## config.mk

```make
export PLATFORM = sky130hd
export DESIGN_NAME = bcd_scan_capture
export DESIGN_NICKNAME = d
export VERILOG_FILES = /design/src/rtl/bcdcap_pkg.sv /design/src/rtl/bcdcap_sync2.sv /design/src/rtl/bcdcap_sampler.sv /design/src/rtl/bcdcap_tracker.sv /design/src/rtl/bcd_scan_capture.sv
export SDC_FILE = /design/constraint.sdc
export NUM_CORES = 1
export LEC_CHECK = 0
export ABC_CLOCK_PERIOD_IN_PS = 4950
export BUFFER_PORTS_ARGS = -buffer_cell sky130_fd_sc_hd__buf_4
export CORE_ASPECT_RATIO = 1.5
export CORE_MARGIN = 5
export CORE_UTILIZATION = 35
export DETAILED_ROUTE_END_ITERATION = 12
export PLACE_DENSITY = 0.49
export REMOVE_ABC_BUFFERS = 1
export SYNTH_ARGS = -nofsm -noshare
export SYNTH_HDL_FRONTEND = slang
export SYNTH_SLANG_ARGS = --single-unit
```

## constraint.sdc

```tcl
create_clock -name clk -period 4.95 [get_ports clk]
set_clock_uncertainty 0.05 [all_clocks]
set_input_delay 0.495 -clock clk [delete_from_list [all_inputs] [get_ports clk]]
set_output_delay 0.495 -clock clk [all_outputs]
set_load 0.02 [all_outputs]
```

## src/rtl/bcdcap_pkg.sv

```systemverilog
// Package: shared sizes and the status record for the BCD digit capture block.
// Assumes a five-digit converter scan with a 4-bit BCD bus.
package bcdcap_pkg;
    localparam int NDIG   = 5;
    localparam int DIG_W  = 4;
    localparam int STAT_W = 5;
    localparam int IDX_W  = $clog2(NDIG);
    localparam int RD_W   = NDIG * DIG_W;

    // Status lines in published order, bit 4 down to bit 0.
    typedef struct packed {
        logic strb;
        logic busy;
        logic over;
        logic under;
        logic pol;
    } stat_t;
endpackage

```

## src/rtl/bcdcap_sync2.sv

```systemverilog
// Module: two-flop synchronizer for a bundle of asynchronous converter lines.
// Assumes bundled lines settle well within one dwell, so skew between bits is harmless.
module bcdcap_sync2 #(
    parameter int W = 1
) (
    input  logic         clk,
    input  logic         rst_n,
    input  logic [W-1:0] d_i,
    output logic [W-1:0] q_o
);
    logic [W-1:0] meta_q;

    // Two-stage capture of the asynchronous bundle.
    always_ff @(posedge clk) begin
        if (!rst_n) begin
            meta_q <= '0;
            q_o    <= '0;
        end else begin
            meta_q <= d_i;
            q_o    <= meta_q;
        end
    end
endmodule

```

## src/rtl/bcdcap_sampler.sv

```systemverilog
// Module: detects a newly settled one-hot digit select and samples the bus once,
// SAMPLE_DLY cycles later, provided the select has stayed the same meanwhile.
// Assumes synchronized inputs and SAMPLE_DLY >= 1.
module bcdcap_sampler
    import bcdcap_pkg::*;
#(
    parameter int SAMPLE_DLY = 100
) (
    input  logic             clk,
    input  logic             rst_n,
    input  logic [NDIG-1:0]  sel_i,
    input  logic [DIG_W-1:0] bcd_i,
    input  stat_t            stat_i,
    output logic             smp_v_o,
    output logic [IDX_W-1:0] smp_idx_o,
    output logic [DIG_W-1:0] smp_bcd_o,
    output stat_t            smp_stat_o
);
    localparam int CNT_W = $clog2(SAMPLE_DLY + 1);

    logic [NDIG-1:0]  prev_q, cur_q;
    logic             armed_q;
    logic [CNT_W-1:0] cnt_q;
    logic             is_new;
    logic [IDX_W-1:0] cur_idx;

    // A select counts as new when it is one-hot and differs from last cycle.
    always_comb is_new = $onehot(sel_i) && (sel_i != prev_q);

    // One-hot to index conversion of the armed select.
    always_comb begin
        cur_idx = '0;
        for (int i = 0; i < NDIG; i++)
            if (cur_q[i]) cur_idx = IDX_W'(i);
    end

    // Dwell counter: arm on a new select, sample once at the delay, disarm on change.
    always_ff @(posedge clk) begin
        if (!rst_n) begin
            prev_q     <= '0;
            cur_q      <= '0;
            armed_q    <= 1'b0;
            cnt_q      <= '0;
            smp_v_o    <= 1'b0;
            smp_idx_o  <= '0;
            smp_bcd_o  <= '0;
            smp_stat_o <= '0;
        end else begin
            prev_q  <= sel_i;
            smp_v_o <= 1'b0;
            if (is_new) begin
                armed_q <= 1'b1;
                cnt_q   <= CNT_W'(1);
                cur_q   <= sel_i;
            end else if (armed_q) begin
                if (sel_i != cur_q) begin
                    armed_q <= 1'b0;
                end else if (cnt_q == CNT_W'(SAMPLE_DLY)) begin
                    smp_v_o    <= 1'b1;
                    smp_idx_o  <= cur_idx;
                    smp_bcd_o  <= bcd_i;
                    smp_stat_o <= stat_i;
                    armed_q    <= 1'b0;
                end else begin
                    cnt_q <= cnt_q + CNT_W'(1);
                end
            end
        end
    end

    // each settled select produces at most one sample, never back to back.
    a_r2_single_sample: assert property (@(posedge clk) disable iff (!rst_n)
        smp_v_o |=> !smp_v_o);

    // a sample always names a real digit position.
    a_r2_idx_range: assert property (@(posedge clk) disable iff (!rst_n)
        smp_v_o |-> (smp_idx_o < IDX_W'(NDIG)));
endmodule

```

## src/rtl/bcdcap_tracker.sv

```systemverilog
// Module: checks the most-significant-first order of sampled digits, assembles
// them and publishes a full reading with flags and status when run is high.
// Assumes at most one sample per cycle from the sampler.
module bcdcap_tracker
    import bcdcap_pkg::*;
(
    input  logic             clk,
    input  logic             rst_n,
    input  logic             smp_v_i,
    input  logic [IDX_W-1:0] smp_idx_i,
    input  logic [DIG_W-1:0] smp_bcd_i,
    input  stat_t            smp_stat_i,
    input  logic             run_i,
    output logic [RD_W-1:0]  reading_o,
    output logic [NDIG-1:0]  digit_err_o,
    output stat_t            status_o,
    output logic             valid_o
);
    localparam logic [IDX_W-1:0] TOP = IDX_W'(NDIG - 1);

    logic [NDIG-1:0][DIG_W-1:0] shadow_q, full;
    logic [IDX_W-1:0]           exp_q;
    logic [NDIG-1:0]            full_err;

    // Complete reading as it would look with the current sample as the last digit.
    always_comb begin
        full    = shadow_q;
        full[0] = smp_bcd_i;
    end

    // One range comparator per digit position.
    for (genvar g = 0; g < NDIG; g++) begin : g_err
        assign full_err[g] = (full[g] > DIG_W'(9));
    end

    // Order tracking, shadow fill and gated publication.
    always_ff @(posedge clk) begin
        if (!rst_n) begin
            exp_q       <= TOP;
            shadow_q    <= '0;
            reading_o   <= '0;
            digit_err_o <= '0;
            status_o    <= '0;
            valid_o     <= 1'b0;
        end else begin
            valid_o <= 1'b0;
            if (smp_v_i) begin
                if (smp_idx_i == exp_q) begin
                    shadow_q[smp_idx_i] <= smp_bcd_i;
                    if (exp_q == '0) begin
                        exp_q <= TOP;
                        if (run_i) begin
                            reading_o   <= full;
                            digit_err_o <= full_err;
                            status_o    <= smp_stat_i;
                            valid_o     <= 1'b1;
                        end
                    end else begin
                        exp_q <= exp_q - IDX_W'(1);
                    end
                end else if (smp_idx_i == TOP) begin
                    shadow_q[TOP] <= smp_bcd_i;
                    exp_q         <= TOP - IDX_W'(1);
                end else begin
                    exp_q <= TOP;
                end
            end
        end
    end

    // publication is a single-cycle pulse.
    a_r8_valid_pulse: assert property (@(posedge clk) disable iff (!rst_n)
        valid_o |=> !valid_o);

    // a publication always follows a sample of the least significant digit.
    a_r3_publish_after_d1: assert property (@(posedge clk) disable iff (!rst_n)
        valid_o |-> ($past(smp_v_i) && ($past(smp_idx_i) == '0)));

    // with run low the reading stays put and no pulse appears.
    a_r7_hold_reading: assert property (@(posedge clk) disable iff (!rst_n)
        !run_i |=> ($stable(reading_o) && !valid_o));

    // published flags agree with the published digits.
    for (genvar k = 0; k < NDIG; k++) begin : g_err_chk
        a_r5_err_flag: assert property (@(posedge clk) disable iff (!rst_n)
            digit_err_o[k] == (reading_o[k*DIG_W +: DIG_W] > DIG_W'(9)));
    end
endmodule

```

## src/rtl/bcd_scan_capture.sv

```systemverilog
// Module: top of the multiplexed BCD digit capture. Synchronizes the converter
// lines, samples each digit mid-dwell and publishes complete ordered scans.
// Assumes select lines are one-hot while a digit is driven.
module bcd_scan_capture
    import bcdcap_pkg::*;
#(
    parameter int SAMPLE_DLY = 100
) (
    input  logic            clk,
    input  logic            rst_n,
    input  logic [4:0]      dig_sel_i,
    input  logic [3:0]      bcd_i,
    input  logic            stat_strobe_i,
    input  logic            stat_busy_i,
    input  logic            stat_over_i,
    input  logic            stat_under_i,
    input  logic            stat_pol_i,
    input  logic            run_i,
    output logic [19:0]     reading_o,
    output logic [4:0]      digit_err_o,
    output logic [4:0]      status_o,
    output logic            valid_o
);
    localparam int SYNC_W = NDIG + DIG_W + STAT_W + 1;

    logic [SYNC_W-1:0] raw, synced;
    logic [NDIG-1:0]   sel_s;
    logic [DIG_W-1:0]  bcd_s;
    stat_t             stat_s, smp_stat, pub_stat;
    logic              run_s;
    logic              smp_v;
    logic [IDX_W-1:0]  smp_idx;
    logic [DIG_W-1:0]  smp_bcd;

    // Gather every converter line into one bundle for the synchronizer.
    always_comb raw = {dig_sel_i, bcd_i, stat_strobe_i, stat_busy_i,
                       stat_over_i, stat_under_i, stat_pol_i, run_i};

    bcdcap_sync2 #(.W(SYNC_W)) u_sync (
        .clk   (clk),
        .rst_n (rst_n),
        .d_i   (raw),
        .q_o   (synced)
    );

    // Split the synchronized bundle back into its fields.
    always_comb {sel_s, bcd_s, stat_s, run_s} = synced;

    bcdcap_sampler #(.SAMPLE_DLY(SAMPLE_DLY)) u_smp (
        .clk        (clk),
        .rst_n      (rst_n),
        .sel_i      (sel_s),
        .bcd_i      (bcd_s),
        .stat_i     (stat_s),
        .smp_v_o    (smp_v),
        .smp_idx_o  (smp_idx),
        .smp_bcd_o  (smp_bcd),
        .smp_stat_o (smp_stat)
    );

    bcdcap_tracker u_trk (
        .clk         (clk),
        .rst_n       (rst_n),
        .smp_v_i     (smp_v),
        .smp_idx_i   (smp_idx),
        .smp_bcd_i   (smp_bcd),
        .smp_stat_i  (smp_stat),
        .run_i       (run_s),
        .reading_o   (reading_o),
        .digit_err_o (digit_err_o),
        .status_o    (pub_stat),
        .valid_o     (valid_o)
    );

    // Present the status record as a flat vector.
    always_comb status_o = pub_stat;
endmodule

```

==> flow_summary.yaml <==
critical_path:
  cp-end-kind: "flip-flop"
  crit_path_frequent_cell: "fa_1"
  required_ns: 5.11
  path_max_fanout: 12
  crit_family: "adder cells"
  r2r_cells: 9
  cpPeakStageDelay_ns: 0.51
  cp.arrival_ns: 2.95
  cp_num_buf_inv: 1
  path_cells: "ha_1 > inv_1 > fa_1 > fa_1 > nand2_1 > nor2_1 > o31a_1 > nor2_8 > mux2i_1"
  crit_cells: 9
  critPathLaunchType: "flip-flop"
  critPathSlowestCell: "o31a_1"
  critPathKind: "flip-flop to flip-flop"
final_layout:
  num-fill-cells: 1181
  regArea_um2: 2220
  area_growth_pct: 16.3
  antennaDiodeCount: 0
  nNetsFinal: 494
  fin_util_pct: 41.5
  final_common_cell: "dfxtp_1"
  final_cell_mix: "dfxtp_1 (111), nand2_1 (83), buf_4 (48)"
  multi_input_area_um2: 1870
  layout-drive-gt1-share_pct: 14.5
sta:
  whs_ns: 0.313
  finalMaxSlewViolations: 0
  fin_crit_ns: 2.79
  rsz0062_at_grt: "false"
  tightest_slew_ns: 1.02
  timing.fmax_ghz: 0.358
  setup_viol: 0
  timing.final.crit_share_pct: 56.4
  hold_violations: 0
  setup_tns_ns: 0
  slew_headroom_pct: 31.8
global_routing:
  grt_pass1_vias: 2842
  grt_max_degree: 118
  antenna_found_initial: 0
  grt_first_pass_wirelength_um: 13400
  track_usage_pct: 11.2
  overflow: 0
floorplanning:
  chipWidth_um: 100
  initial_core_util_pct: 35.7
  coreArea_um2: 12000
  ioPinCount: 48
  design.die.area_um2: 14600
  die_h_um: 145
  num_rows: 49
clock_tree:
  postCtsResizedCells: 0
  numCtsBuffers: 9
  htree_num_levels: 3
  clk-insertion-delay-late_ns: 0.34
  cts.path.max_buffers: 2
  root_buffer: "clkbuf_16"
  post_cts_buffers: 0
  cts_tree: "yes"
  cts.sinks: 111
  clk_pin_slew_ns: 0.07
  cts_hold_buf: 0
logic_synthesis:
  synth_area_um2: 4270
  synth_cells: 435
  synth_cell_types: 44
  synth_seq_cells: 111
  yosysSeqAreaShare_pct: 52.0
  synth.avg_cell_area_um2: 9.82
  yosysWarnings: 0
routing:
  ant_nets: 0
  routed_wl_um: 7730
  dr_total_vias: 2856
  vias_per_cell: 4.55
  routedWlPerCell_um: 12.3
  drt_pass1_iterations: 4
  drt-initial-drc-count: 87
  drc: 0
min_path:
  min_path_type: "input port to flip-flop"
  worstHoldPathCells: 2
power_and_ir_drop:
  ir_drop_mv: 0.168
  power_density_nw_per_um2: 335
  leakagePower_nw: 1.82
run:
  drv_cap: 0
placed_design:
  dp.final_hpwl_um: 5260
  io_buffers: 47
  gp_congestion: 0.703
status:
  status: "completed"
-- cell families (layout without fill, tap and decap cells) --
kind of cell	count (synthesis)	after routing	synth area share [%]
and+or+nand+nor	177	177	21.6
AOI/OAI and AO/OA	60	60	9.87
xor gates and xnor gates	16	16	3.28
muxes	28	28	6.56
buffers and inverters	36	76	4.22
adders and majority gates	7	7	2.40
DFF	111	111	52.0
-- routing by layer --
metal / global-route usage, % / routed length, um / vias to the layer above
met5: 0 / 0 / -
met4: 4.05 / 105 / 0
met3: 2.64 / 262 / 7
met2: 19.5 / 4040 / 35
met1: 13.0 / 3330 / 1311
li1: - / - / 1503
-- synthesized netlist by cell type, drive strengths merged --
cell,instances,share of area (%)
dfxtp,111,52
nand2,83,7.3
and2,37,5.4
a21boi,31,5.4
mux2i,28,6.6
clkbuf,18,1.6
nor2b,13,1.9
inv,12,1.1
nand3,11,1.3
nor2,11,1.3
xnor2,11,2.3
o21ai,10,1.2
o211ai,8,1.4
buf,6,1.6
ha,5,1.5
nand4,5,0.88
xor2,5,1.0
a21oi,4,0.47
nor3,4,0.97
a31o,2,0.41
and3,2,0.29
and3b,2,0.41
fa,2,0.94
nand4b,2,0.41
nor4b,2,0.41
a21o,1,0.18
and2b,1,0.18
and4,1,0.21
and4b,1,0.23
nand2b,1,0.15
o211a,1,0.23
o21a,1,0.18
o31a,1,0.21
o31ai,1,0.18
or4,1,0.26
-- path summary, 6_finish.rpt --
kind	startpoint	to	slack (ns)
max reg2reg	u_sync.q_o[11]$_SDFF_PN0_	u_smp.smp_idx_o[1]$_SDFFE_PN0P_	2.16
min	run_i	u_sync.meta_q[0]$_SDFF_PN0_	0.31
min reg2reg	u_sync.meta_q[12]$_SDFF_PN0_	u_sync.q_o[12]$_SDFF_PN0_	0.38
max	u_sync.q_o[11]$_SDFF_PN0_	u_smp.smp_idx_o[1]$_SDFFE_PN0P_	2.16
-- through the flow --
stage / std cells / total power [mW] / area [um^2] / setup WS (ns)
finish: 628 / 1.67 / 4970 / 2.16
global route: 628 / 1.74 / 4970 / 1.95
CTS: 628 / 1.70 / 4970 / 2.14
detailed placement: 612 / 1.02 / 4690 / 2.16
global placement: 612 / 1.02 / 4690 / 2.23
floorplan: 411 / 0.984 / 4140 / 2.40
-- final cells by class --
type,instances,share of cell area (%)
Sequential cell,111,44.7
Clock buffer,14,5.31
Tap cell,153,3.85
Inverter,12,0.907
Clock inverter,2,0.302
Timing Repair Buffer,48,7.25
Multi-Input combinational cell,288,37.6
-- sequential cells by signal, indices dropped and copies added (netlist names) --
register	cells
u_smp.cur_q	5
u_smp.cnt_q	7
u_trk.digit_err_o	5
u_smp.prev_q	5
u_trk.status_o	5
u_smp.smp_bcd_o	4
u_smp.armed_q	1
u_sync.meta_q	15
u_sync.q_o	15
u_trk.exp_q	3
u_trk.valid_o	1
u_smp.smp_idx_o	3
u_trk.reading_o	20
u_trk.full	16
u_smp.smp_v_o	1
u_smp.smp_stat_o	5
-- report_power, final --
group	internal (mW)	total [mW]	switching, mW	leakage [nW]
Combinational	0.0362	0.0761	0.0399	0.787
Clock	0.370	0.673	0.303	0.129
Sequential	0.909	0.917	0.00825	0.901
No activity file was read; power rests on OpenSTA's default activity.
